File: src/rtl/hs_pu_pkg.sv
package hs_pu_pkg;

  typedef enum logic [1:0] {
    ST_FS    = 2'd0,  // Fast/Standard: pull-up off
    ST_DRIVE = 2'd1,  // high-speed, pull-up driven
    ST_HOLD  = 2'd2   // high-speed, released after acknowledge
  } pu_state_e;

endpackage

File: src/rtl/hs_line_sync.sv
module hs_line_sync #(
  parameter int STAGES = 2
) (
  input  logic clk,
  input  logic rst,
  input  logic line_i,
  output logic level_o,
  output logic prev_o
);

  logic [STAGES-1:0] chain_q;
  logic              prev_q;

  // Idle bus lines are high; resetting to 1 avoids spurious edges.
  always_ff @(posedge clk) begin
    if (rst) begin
      chain_q <= '1;
      prev_q  <= 1'b1;
    end else begin
      chain_q[0] <= line_i;
      for (int i = 1; i < STAGES; i++) begin
        chain_q[i] <= chain_q[i-1];
      end
      prev_q <= chain_q[STAGES-1];
    end
  end

  assign level_o = chain_q[STAGES-1];
  assign prev_o  = prev_q;

endmodule

File: src/rtl/hs_bus_cond.sv
module hs_bus_cond (
  input  logic scl_level_i,
  input  logic scl_prev_i,
  input  logic sda_level_i,
  input  logic sda_prev_i,
  output logic start_o,
  output logic stop_o
);

  logic scl_steady_high;

  // Only accept SDA edges while SCL has been high for two samples.
  assign scl_steady_high = scl_level_i & scl_prev_i;
  assign start_o = scl_steady_high & sda_prev_i & ~sda_level_i;
  assign stop_o  = scl_steady_high & ~sda_prev_i & sda_level_i;

endmodule

File: src/rtl/hs_bit_tracker.sv
module hs_bit_tracker #(
  parameter int FRAME_BITS = 9,
  localparam int CW = $clog2(FRAME_BITS + 1)
) (
  input  logic          clk,
  input  logic          rst,
  input  logic          clear_i,
  input  logic          rise_i,
  output logic [CW-1:0] count_o
);

  localparam logic [CW-1:0] LAST = CW'(FRAME_BITS);

  logic [CW-1:0] count_q;

  always_ff @(posedge clk) begin
    if (rst || clear_i) begin
      count_q <= '0;
    end else if (rise_i) begin
      count_q <= (count_q == LAST) ? CW'(1) : count_q + CW'(1);
    end
  end

  assign count_o = count_q;

  AST_COUNT_RANGE: assert property (@(posedge clk) disable iff (rst)
    count_q <= LAST);

  AST_COUNT_HOLD: assert property (@(posedge clk) disable iff (rst)
    (!clear_i && !rise_i) |=> $stable(count_q));

endmodule

File: src/rtl/hs_pullup_ctrl.sv
module hs_pullup_ctrl #(
  parameter int SYNC_STAGES = 2,
  parameter int FRAME_BITS  = 9,
  localparam int CW = $clog2(FRAME_BITS + 1)
) (
  input  logic clk,
  input  logic rst,
  input  logic scl_sense_i,
  input  logic sda_sense_i,
  input  logic active_master_i,
  input  logic hs_enter_i,
  output logic pullup_en_o
);
  import hs_pu_pkg::*;

  localparam logic [CW-1:0] ACK_SLOT = CW'(FRAME_BITS);

  logic scl_level, scl_prev, sda_level, sda_prev;
  logic scl_rise, scl_fall, start_det, stop_det;
  logic cnt_clear;
  logic [CW-1:0] bit_cnt;
  pu_state_e state_q, state_d;
  logic pullup_q;

  hs_line_sync #(.STAGES(SYNC_STAGES)) u_scl_sync (
    .clk(clk), .rst(rst), .line_i(scl_sense_i),
    .level_o(scl_level), .prev_o(scl_prev)
  );

  hs_line_sync #(.STAGES(SYNC_STAGES)) u_sda_sync (
    .clk(clk), .rst(rst), .line_i(sda_sense_i),
    .level_o(sda_level), .prev_o(sda_prev)
  );

  assign scl_rise = scl_level & ~scl_prev;
  assign scl_fall = ~scl_level & scl_prev;

  hs_bus_cond u_cond (
    .scl_level_i(scl_level), .scl_prev_i(scl_prev),
    .sda_level_i(sda_level), .sda_prev_i(sda_prev),
    .start_o(start_det), .stop_o(stop_det)
  );

  hs_bit_tracker #(.FRAME_BITS(FRAME_BITS)) u_bits (
    .clk(clk), .rst(rst), .clear_i(cnt_clear),
    .rise_i(scl_rise), .count_o(bit_cnt)
  );

  // Priority: ownership loss, mode entry, STOP, repeated START, clock edges.
  always_comb begin
    state_d   = state_q;
    cnt_clear = 1'b0;
    if (!active_master_i) begin
      state_d = ST_FS;
    end else if (hs_enter_i) begin
      state_d   = ST_DRIVE;
      cnt_clear = 1'b1;
    end else begin
      unique case (state_q)
        ST_DRIVE: begin
          if (stop_det)                              state_d = ST_FS;
          else if (start_det)                        cnt_clear = 1'b1;
          else if (scl_fall && bit_cnt == ACK_SLOT)  state_d = ST_HOLD;
        end
        ST_HOLD: begin
          if (stop_det)       state_d = ST_FS;
          else if (start_det) cnt_clear = 1'b1;
          else if (scl_rise)  state_d = ST_DRIVE;
        end
        default: state_d = ST_FS;
      endcase
    end
    if (state_d == ST_FS) cnt_clear = 1'b1;
  end

  always_ff @(posedge clk) begin
    if (rst) begin
      state_q  <= ST_FS;
      pullup_q <= 1'b0;
    end else begin
      state_q  <= state_d;
      pullup_q <= (state_d == ST_DRIVE);
    end
  end

  assign pullup_en_o = pullup_q;

  AST_PASSIVE_OFF: assert property (@(posedge clk) disable iff (rst)
    !active_master_i |=> !pullup_en_o);

  AST_ENTER_ON: assert property (@(posedge clk) disable iff (rst)
    (active_master_i && hs_enter_i) |=> pullup_en_o);

  AST_STOP_OFF: assert property (@(posedge clk) disable iff (rst)
    (stop_det && !hs_enter_i) |=> !pullup_en_o);

  AST_ACK_OFF: assert property (@(posedge clk) disable iff (rst)
    (pullup_en_o && scl_fall && bit_cnt == ACK_SLOT && active_master_i && !hs_enter_i)
      |=> !pullup_en_o);

  AST_RELEASE_ON: assert property (@(posedge clk) disable iff (rst)
    (state_q == ST_HOLD && scl_rise && active_master_i) |=> pullup_en_o);

  AST_SR_CLEAR: assert property (@(posedge clk) disable iff (rst)
    (state_q != ST_FS && start_det && active_master_i) |=> (bit_cnt == '0));

endmodule

File: config.mk
export PLATFORM = sky130hd
export DESIGN_NAME = hs_pullup_ctrl
export DESIGN_NICKNAME = d
export VERILOG_FILES = /design/src/rtl/hs_pu_pkg.sv /design/src/rtl/hs_line_sync.sv /design/src/rtl/hs_bus_cond.sv /design/src/rtl/hs_bit_tracker.sv /design/src/rtl/hs_pullup_ctrl.sv
export SDC_FILE = /design/constraint.sdc
export NUM_CORES = 1
export LEC_CHECK = 0
export BUFFER_PORTS_ARGS = -buffer_cell sky130_fd_sc_hd__buf_2
export CAP_MARGIN = 20
export CORE_AREA = 4 4 41 43
export DETAILED_ROUTE_END_ITERATION = 8
export DIE_AREA = 0 0 45 47
export GPL_TIMING_DRIVEN = 1
export PLACE_DENSITY = 0.66
export SETUP_SLACK_MARGIN = 0.1
export SLEW_MARGIN = 5
export SYNTH_ARGS = -nofsm -noshare
export SYNTH_HDL_FRONTEND = slang
export SYNTH_SLANG_ARGS = --single-unit
File: constraint.sdc
create_clock -name clk -period 1.6 [get_ports clk]
set_clock_uncertainty 0.15 [all_clocks]
set_input_delay 0.08 -clock clk [delete_from_list [all_inputs] [get_ports clk]]
set_output_delay 0.08 -clock clk [all_outputs]
set_load 0.1 [all_outputs]
==> parameters.txt, run 1 <==
Parameter                              Value

Setup path
  Worst R2R Start    u_scl_sync.chain_q[1]
  Critical-path cell list    and4bb_1 > nand3_2 > a211o_4 > a2111oi_4
  Slowest CP cell    sky130_fd_sc_hd__a211o_4
  Endpoint type of the worst setup path    flip-flop
  Largest driver fanout on the critical path    6
  CP max stage delay    0.40 ns
  Worst setup startpoint    u_scl_sync.chain_q[1]
  Destination of the critical timing path    u_bits.count_o[2]
  Reg-to-reg critical path endpoint    u_bits.count_o[2]
  Critical Path AT    1.69 ns
  Startpoint class of the critical path    flip-flop
  Required @ worst endpoint    1.63 ns
  Critical path type    reg2reg
  R2R setup slack    -0.07 ns
  Cells on worst reg2reg path    4

Detailed routing
  Post-detailed-route wirelength per cell    15.5 um
  Met2 Wirelength    829 um
  Total via count in the routed design    566
  Count of unresolved DRC violations after routing    0
  Routed Antenna Nets    0
  Pre-Repair DR Iteration Count    4
  Detailed-route wire length    between 1500 and 2000 um
  Uppermost layer routed    met4
  DRC violation total after the first TritonRoute iteration    5
  Met1 WL    roughly 710 um
  Drt via density    5.44
  Met3 WL post-DR    around 40 um

STA
  Final hold violations    0
  Unrepaired setup endpoints after global routing    true
  Final critical-path share of the clock period    1.04
  Final Worst Setup Slack    -0.0669 ns
  Clock period minus final worst setup slack    1.67 ns
  Fin Hold WS    0.0783 ns
  Achievable Freq    ~600 MHz
  Max-slew violation total from the final report    0
  # setup viols final    4
  Relative slew slack    0.680
  Slew of the pin with the lowest slew margin    about 0.48 ns

Placement
  # port buffers    6
  Worst slack, placed    -0.143 ns
  GP Congestion    between 0.7 and 0.8
  Half-perimeter wire length of the detailed placement result    906 um
  Post-place instance area    roughly 740 um2

Yosys
  Post-synthesis sequential area ratio    0.435
  Number of flip-flops and latches in the synthesized netlist    13
  Netlist cell types    25
  Number of instances in the synthesized netlist    64
  Synth Warn #    0
  Post-synthesis average cell area    9.34 um2
  Post-synthesis instance area    598 um2
  Share of synthesized flip-flops with an asynchronous set or reset    0
  Dominant register cell in the synthesized netlist    sky130_fd_sc_hd__dfxtp_1
  Nets in the synthesized netlist    72
  Number of flops mapped to enable cells by yosys    0

Finish
  Most frequent cells in the layout    9 x sky130_fd_sc_hd__buf_4, 8 x sky130_fd_sc_hd__dfxtp_1, 6 x sky130_fd_sc_hd__or2_2, 6 x sky130_fd_sc_hd__buf_2, 4 x sky130_fd_sc_hd__dlygate4sd3_1
  Final core area utilization    0.754
  Fraction of layout instances using a drive strength above 1    0.584
  NumNets Final    98
  Commonest non-fill, non-tap cell in the layout    sky130_fd_sc_hd__buf_4
  Synthesis-to-layout area growth    64.0%
  Post-route cell area    981 um2
  Count of inserted antenna diode cells    0

Floorplan
  Core box area    0.00130 mm2
  Die outline width    ~45 um
  Area enclosed by the die boundary    roughly 0.0021 mm2
  Die Height    47 um
  Count of boundary I/O pins    7
  Initial core utilization    0.460
  FP Rows    13

Clock tree
  Cell chosen for the clock root    sky130_fd_sc_hd__clkbuf_4
  Maximum level of the CTS H-tree    1
  Later-pin clock latency in the skew report    0.27 ns
  Clock-pin slew reported for the worst setup and hold paths after clock tree synthesis    ~0.070 ns
  Maximum number of buffers from clock root to sink    2
  Clock sink count    13
  Post-CTS repair timing setup buffer count    0
  Clock tree from TritonCTS    done
  Number of buffers inserted during clock tree synthesis    3

Power
  Total chip power    between 500 and 600 uW
  Static leakage    0.342 nW
  Largest voltage drop on the vdd net    ~0.58 mV
  Power Density    607 mW/mm2

Min path
  Min-Delay Path Class    in2reg

Global route
  All-layer global routing usage    0.174
  Grt total ovfl    0
  Pin count of the biggest net entering global routing    14
  Initial antenna violation count    0
  Vias in the first global route    621
  Global-route wire length before repair    roughly 2600 um

Run
  Number of maximum-capacitance constraint violations    0

Run status
  Outcome    finished with violations
  Failing checks    negative setup slack
## registers in the layout, summed over array words and instances (netlist names)
signal and count:
u_sda_sync.chain_q 2, state_q 2, u_scl_sync.chain_q 2, u_scl_sync.prev_o 1, u_bits.count_o 4, u_sda_sync.prev_o 1
pullup_en_o 1
## where the power goes
group / leakage, nW / internal [mW] / switching, mW / total [mW]
Clock: 0.0150 / 0.0966 / 0.0960 / 0.193
Combinational: 0.219 / 0.0314 / 0.0381 / 0.0694
Sequential: 0.108 / 0.328 / 0.00534 / 0.333
Total: 0.342 / 0.456 / 0.139 / 0.595
## layer usage
layer / vias up / track usage
met5: - / 0
met4: 0 / 0.117
met3: 6 / 0.0421
met2: 9 / 0.288
met1: 269 / 0.198
li1: 282 / -
## cells in the mapped netlist (all sizes together), types with 3 or more instances
master / count / area [um2]
inv: 5 / 18.8
or2: 6 / 37.5
nand2: 3 / 11.3
nor2: 3 / 11.3
a21oi: 4 / 20.0
o21ai: 3 / 15.0
dfxtp: 13 / 260
a2111oi: 3 / 30.0
## area by class of cell
class,instances,area [um2]
fill,87,320
multi-input combinational,45,472
inverter,5,18.8
timing repair buffer,22,171
sequential,13,274
tap,15,18.8
clock buffer,4,26.3
## critical path, delay by kind of cell, from the launching register on
kind | cells | cell delay [ns]
compound gates | 2 | 0.68
simple gates | 2 | 0.37
flops | 1 | 0.37
## cells by family (layout without fill, tap and decap cells)
kind of cell | after synthesis | after routing | share of synthesized area
compound gates | 19 | 19 | 0.230
xor+xnor | 1 | 1 | 0.0146
fa+ha+maj | 2 | 2 | 0.0418
buf+inv | 6 | 31 | 0.0377
flops | 13 | 13 | 0.435
simple gates | 23 | 23 | 0.241
## metrics by stage
stage	std cells	setup TNS, ns
after floorplan	64	-0.202
after global placement	96	-0.340
after detailed placement	96	-0.466
after CTS	104	-0.324
after global routing	104	-0.422
final	104	-0.213
## worst min path at each step
stage                               start  slack [ns]  cells after the start               endpoint
after floorplan                       rst       0.007                      1      u_bits.count_o[1]
after global routing      active_master_i        0.09                      3             state_q[0]
after CTS                 active_master_i        0.03                      3             state_q[0]
after detailed placement      sda_sense_i        0.12                      2  u_sda_sync.chain_q[0]
after global placement        scl_sense_i        0.11                      2  u_scl_sync.chain_q[0]
final                     active_master_i        0.08                      3             state_q[0]
## timing repair
action                     CTS  global route
setup endpoints to repair    7             7
gates resized for setup     20            18
hold buffers                 4             0
hold endpoints to repair     6             0
pin swaps                    8             7
(Power assumes the default switching activity.)
==> inputs of run 2 (changes only) <==
--- a/config.mk
+++ b/config.mk
@@ -6,4 +6,5 @@
 export NUM_CORES = 1
 export LEC_CHECK = 0
+export ABC_AREA = 1
 export BUFFER_PORTS_ARGS = -buffer_cell sky130_fd_sc_hd__buf_2
 export CAP_MARGIN = 20
@@ -12,5 +13,5 @@
 export DIE_AREA = 0 0 45 47
 export GPL_TIMING_DRIVEN = 1
-export PLACE_DENSITY = 0.66
+export PLACE_DENSITY = 0.68
 export SETUP_SLACK_MARGIN = 0.1
 export SLEW_MARGIN = 5
==> constraint.sdc (replaced) <==
create_clock -name clk -period 1.6 [get_ports clk]
set_clock_uncertainty 0.15 [all_clocks]
set_input_delay 0.32 -clock clk [delete_from_list [all_inputs] [get_ports clk]]
set_output_delay 0.32 -clock clk [all_outputs]
set_load 0.1 [all_outputs]
==> parameters.txt, run 2 <==
Parameter                              Value

Run status
  Outcome    complete, no violations

Placement
  Worst slack, placed    0.00893 ns
  GP Congestion    0.785
  # port buffers    6
  Half-perimeter wire length of the detailed placement result    between 700 and 800 um

Finish
  Final core area utilization    0.581
  Most frequent cells in the layout    13 x sky130_fd_sc_hd__inv_1, 9 x sky130_fd_sc_hd__nand2_1, 9 x sky130_fd_sc_hd__dfxtp_1, 7 x sky130_fd_sc_hd__nor2_1
  NumNets Final    slightly above 100
  Count of inserted antenna diode cells    0
  Synthesis-to-layout area growth    23.3%
  Commonest non-fill, non-tap cell in the layout    sky130_fd_sc_hd__inv_1
  Fraction of layout instances using a drive strength above 1    0.457
  Flip-flop count of the largest register, all copies and words added    4

Yosys
  Post-synthesis instance area    613 um2
  Mux cell area share after synthesis    0
  Number of flops mapped to enable cells by yosys    0
  Ranking of synthesized cells by instance count    15 x sky130_fd_sc_hd__inv_1, 13 x sky130_fd_sc_hd__dfxtp_1, 11 x sky130_fd_sc_hd__nand2_1
  Xor-xnor portion of the synthesized cell area    0
  Share of the synthesized area in the top cell type    0.424
  Fraction of the mapped netlist area in adder cells    0.0408
  Dominant register cell in the synthesized netlist    sky130_fd_sc_hd__dfxtp_1
  Nets in the synthesized netlist    89
  Leading post-synthesis cells by cell area    sky130_fd_sc_hd__dfxtp_1 42%, sky130_fd_sc_hd__inv_1 9.2%, sky130_fd_sc_hd__nand2_1 6.7%
  Post-synthesis average cell area    7.57 um2
  Number of instances in the synthesized netlist    between 80 and 90
  Most frequent cell after synthesis    sky130_fd_sc_hd__inv_1
  Post-synthesis simple-gate area fraction    0.341
  Synth Warn #    0
  Most area-hungry cell type in the Yosys netlist    sky130_fd_sc_hd__dfxtp_1
  Netlist cell types    20
  Number of flip-flops and latches in the synthesized netlist    13
  Share of synthesized flip-flops with an asynchronous set or reset    0
  Largest family of logic cells by synthesized area    simple AND/OR/NAND/NOR gates
  Post-synthesis sequential area ratio    0.424
  Compound-cell area share of the yosys netlist    0.0898

Setup path
  Critical path depth    12
  Critical path type    reg2reg
  CP max stage delay    0.33 ns
  Critical Path AT    1.54 ns
  Worst Path Buf+Inv    2
  Reg-to-reg critical path endpoint    u_bits.count_o[1]
  Endpoint type of the worst setup path    flip-flop
  Worst setup startpoint    state_q[0]
  Cells on worst reg2reg path    12
  Largest driver fanout on the critical path    4
  Critical-path cell list    inv_2 > ha_4 > nand3_2 > nand2_1 > inv_1 > nor2_1 > nand2_1 > nand2_1 > nand2_2 > nand2_2 > nand2_4 > nor2_2
  Destination of the critical timing path    u_bits.count_o[1]
  Slowest CP cell    sky130_fd_sc_hd__dfxtp_2
  CP top delay family    simple AND/OR/NAND/NOR gates
  R2R setup slack    0.13 ns
  Startpoint class of the critical path    flip-flop
  Worst R2R Start    state_q[0]
  Required @ worst endpoint    about 1.7 ns
  Most used cell, CP    sky130_fd_sc_hd__nand2_1

Power
  Power Density    772 mW/mm2
  Static leakage    between 0.3 and 0.4 nW
  Largest voltage drop on the vdd net    0.562 mV

Floorplan
  FP Rows    13
  Initial core utilization    0.471
  Area enclosed by the die boundary    0.00212 mm2
  Die outline width    45 um
  Die Height    47 um
  Core box area    0.00130 mm2
  Count of boundary I/O pins    7

Min path
  Min-Delay Path Class    in2reg
  Origin of the worst min-delay path    sda_sense_i

Global route
  Grt total ovfl    0
  Initial antenna violation count    0
  Global-route wire length before repair    between 1500 and 2000 um
  Vias in the first global route    474
  All-layer global routing usage    0.128
  Pin count of the biggest net entering global routing    9

Clock tree
  Clock sink count    13
  Number of buffers inserted during clock tree synthesis    3
  Later-pin clock latency in the skew report    0.27 ns
  Maximum level of the CTS H-tree    1
  Maximum number of buffers from clock root to sink    2
  Cell chosen for the clock root    sky130_fd_sc_hd__clkbuf_4
  Clock tree from TritonCTS    done
  Clock-pin slew reported for the worst setup and hold paths after clock tree synthesis    around 0.070 ns

Detailed routing
  Total via count in the routed design    525
  Drt via density    4.82
  DRC violation total after the first TritonRoute iteration    7
  Count of unresolved DRC violations after routing    0
  Routed Antenna Nets    0
  Post-detailed-route wirelength per cell    9.82 um
  Detailed-route wire length    1070 um
  Pre-Repair DR Iteration Count    4

Run
  Number of maximum-capacitance constraint violations    0

STA
  Unrepaired setup endpoints after global routing    true
  Final critical-path share of the clock period    0.922
  Relative slew slack    0.678
  # setup viols final    0
  Slew of the pin with the lowest slew margin    0.487 ns
  Final Worst Setup Slack    0.125 ns
  Max-slew violation total from the final report    0
  Clock period minus final worst setup slack    1.47 ns
  Final hold violations    0
  Achievable Freq    approximately 680 MHz
  Setup TNS    0 ns
run 2: area by class of cell:
class,instances,area (um2)
Tap cell,15,18.8
Inverter,17,63.8
Fill cell,128,546
Clock buffer,4,26.3
Sequential cell,13,265
Timing Repair Buffer,9,52.6
Multi-Input combinational cell,51,329
run 2: power breakdown:
| part | internal [mW] | switching, mW | leakage (nW) |
|---|---|---|---|
| Combinational | 0.0204 | 0.0323 | 0.224 |
| Sequential | 0.332 | 0.00476 | 0.107 |
| Clock | 0.0966 | 0.0979 | 0.0150 |
| Total | 0.449 | 0.135 | 0.346 |
run 2: repair_timing:
action / CTS / global route
hold buffers: 0 / 0
endpoints found under the setup margin: 5 / 4
gates resized for setup: 6 / 9
pin swaps: 3 / 2
buffers inserted: 0 / 3
run 2: routing by layer:
| metal | vias to the layer above | global-route usage | share of wire |
|---|---|---|---|
| li1 | 278 | - | - |
| met3 | 4 | 0.0383 | 0.044 |
| met1 | 234 | 0.142 | 0.41 |
| met2 | 9 | 0.212 | 0.52 |
| met4 | 0 | 0.0877 | 0.023 |
| met5 | - | 0 | 0 |
run 2: per-stage QoR:
stage	cells	total power [mW]	cell area (um2)	hold WS, ns
after floorplan	81	0.375	613	0.239
after global placement	102	0.388	662	0.242
after detailed placement	102	0.388	662	0.248
after CTS	106	0.586	708	0.0687
after global routing	109	0.612	756	0.0792
final	109	0.584	756	0.0803
run 2: worst register-to-register path: cells and delay by family, from the launching register on:
family	cells	cell delay (ns)
AND/OR/NAND/NOR	9	0.67
flip-flops	1	0.33
adder cells (fa/ha/maj)	1	0.15
buffers and inverters	2	0.12
run 2: worst min-delay path by stage:
stage / endpoint / cells after the start
6_report: u_sda_sync.chain_q[0] / 2
5_1_grt: u_sda_sync.chain_q[0] / 2
4_1_cts: u_scl_sync.chain_q[0] / 2
3_5_place_dp: u_sda_sync.chain_q[1] / 1
3_3_place_gp: u_scl_sync.chain_q[1] / 1
2_1_floorplan: u_scl_sync.chain_q[1] / 1
run 2: kinds of logic (layout without fill, tap and decap cells):
kind of cell    count (synthesis)  in the layout
simple gates                   40             40
fa+ha+maj                       2              2
flops                          13             13
buf+inv                        17             30
compound gates                  9              9
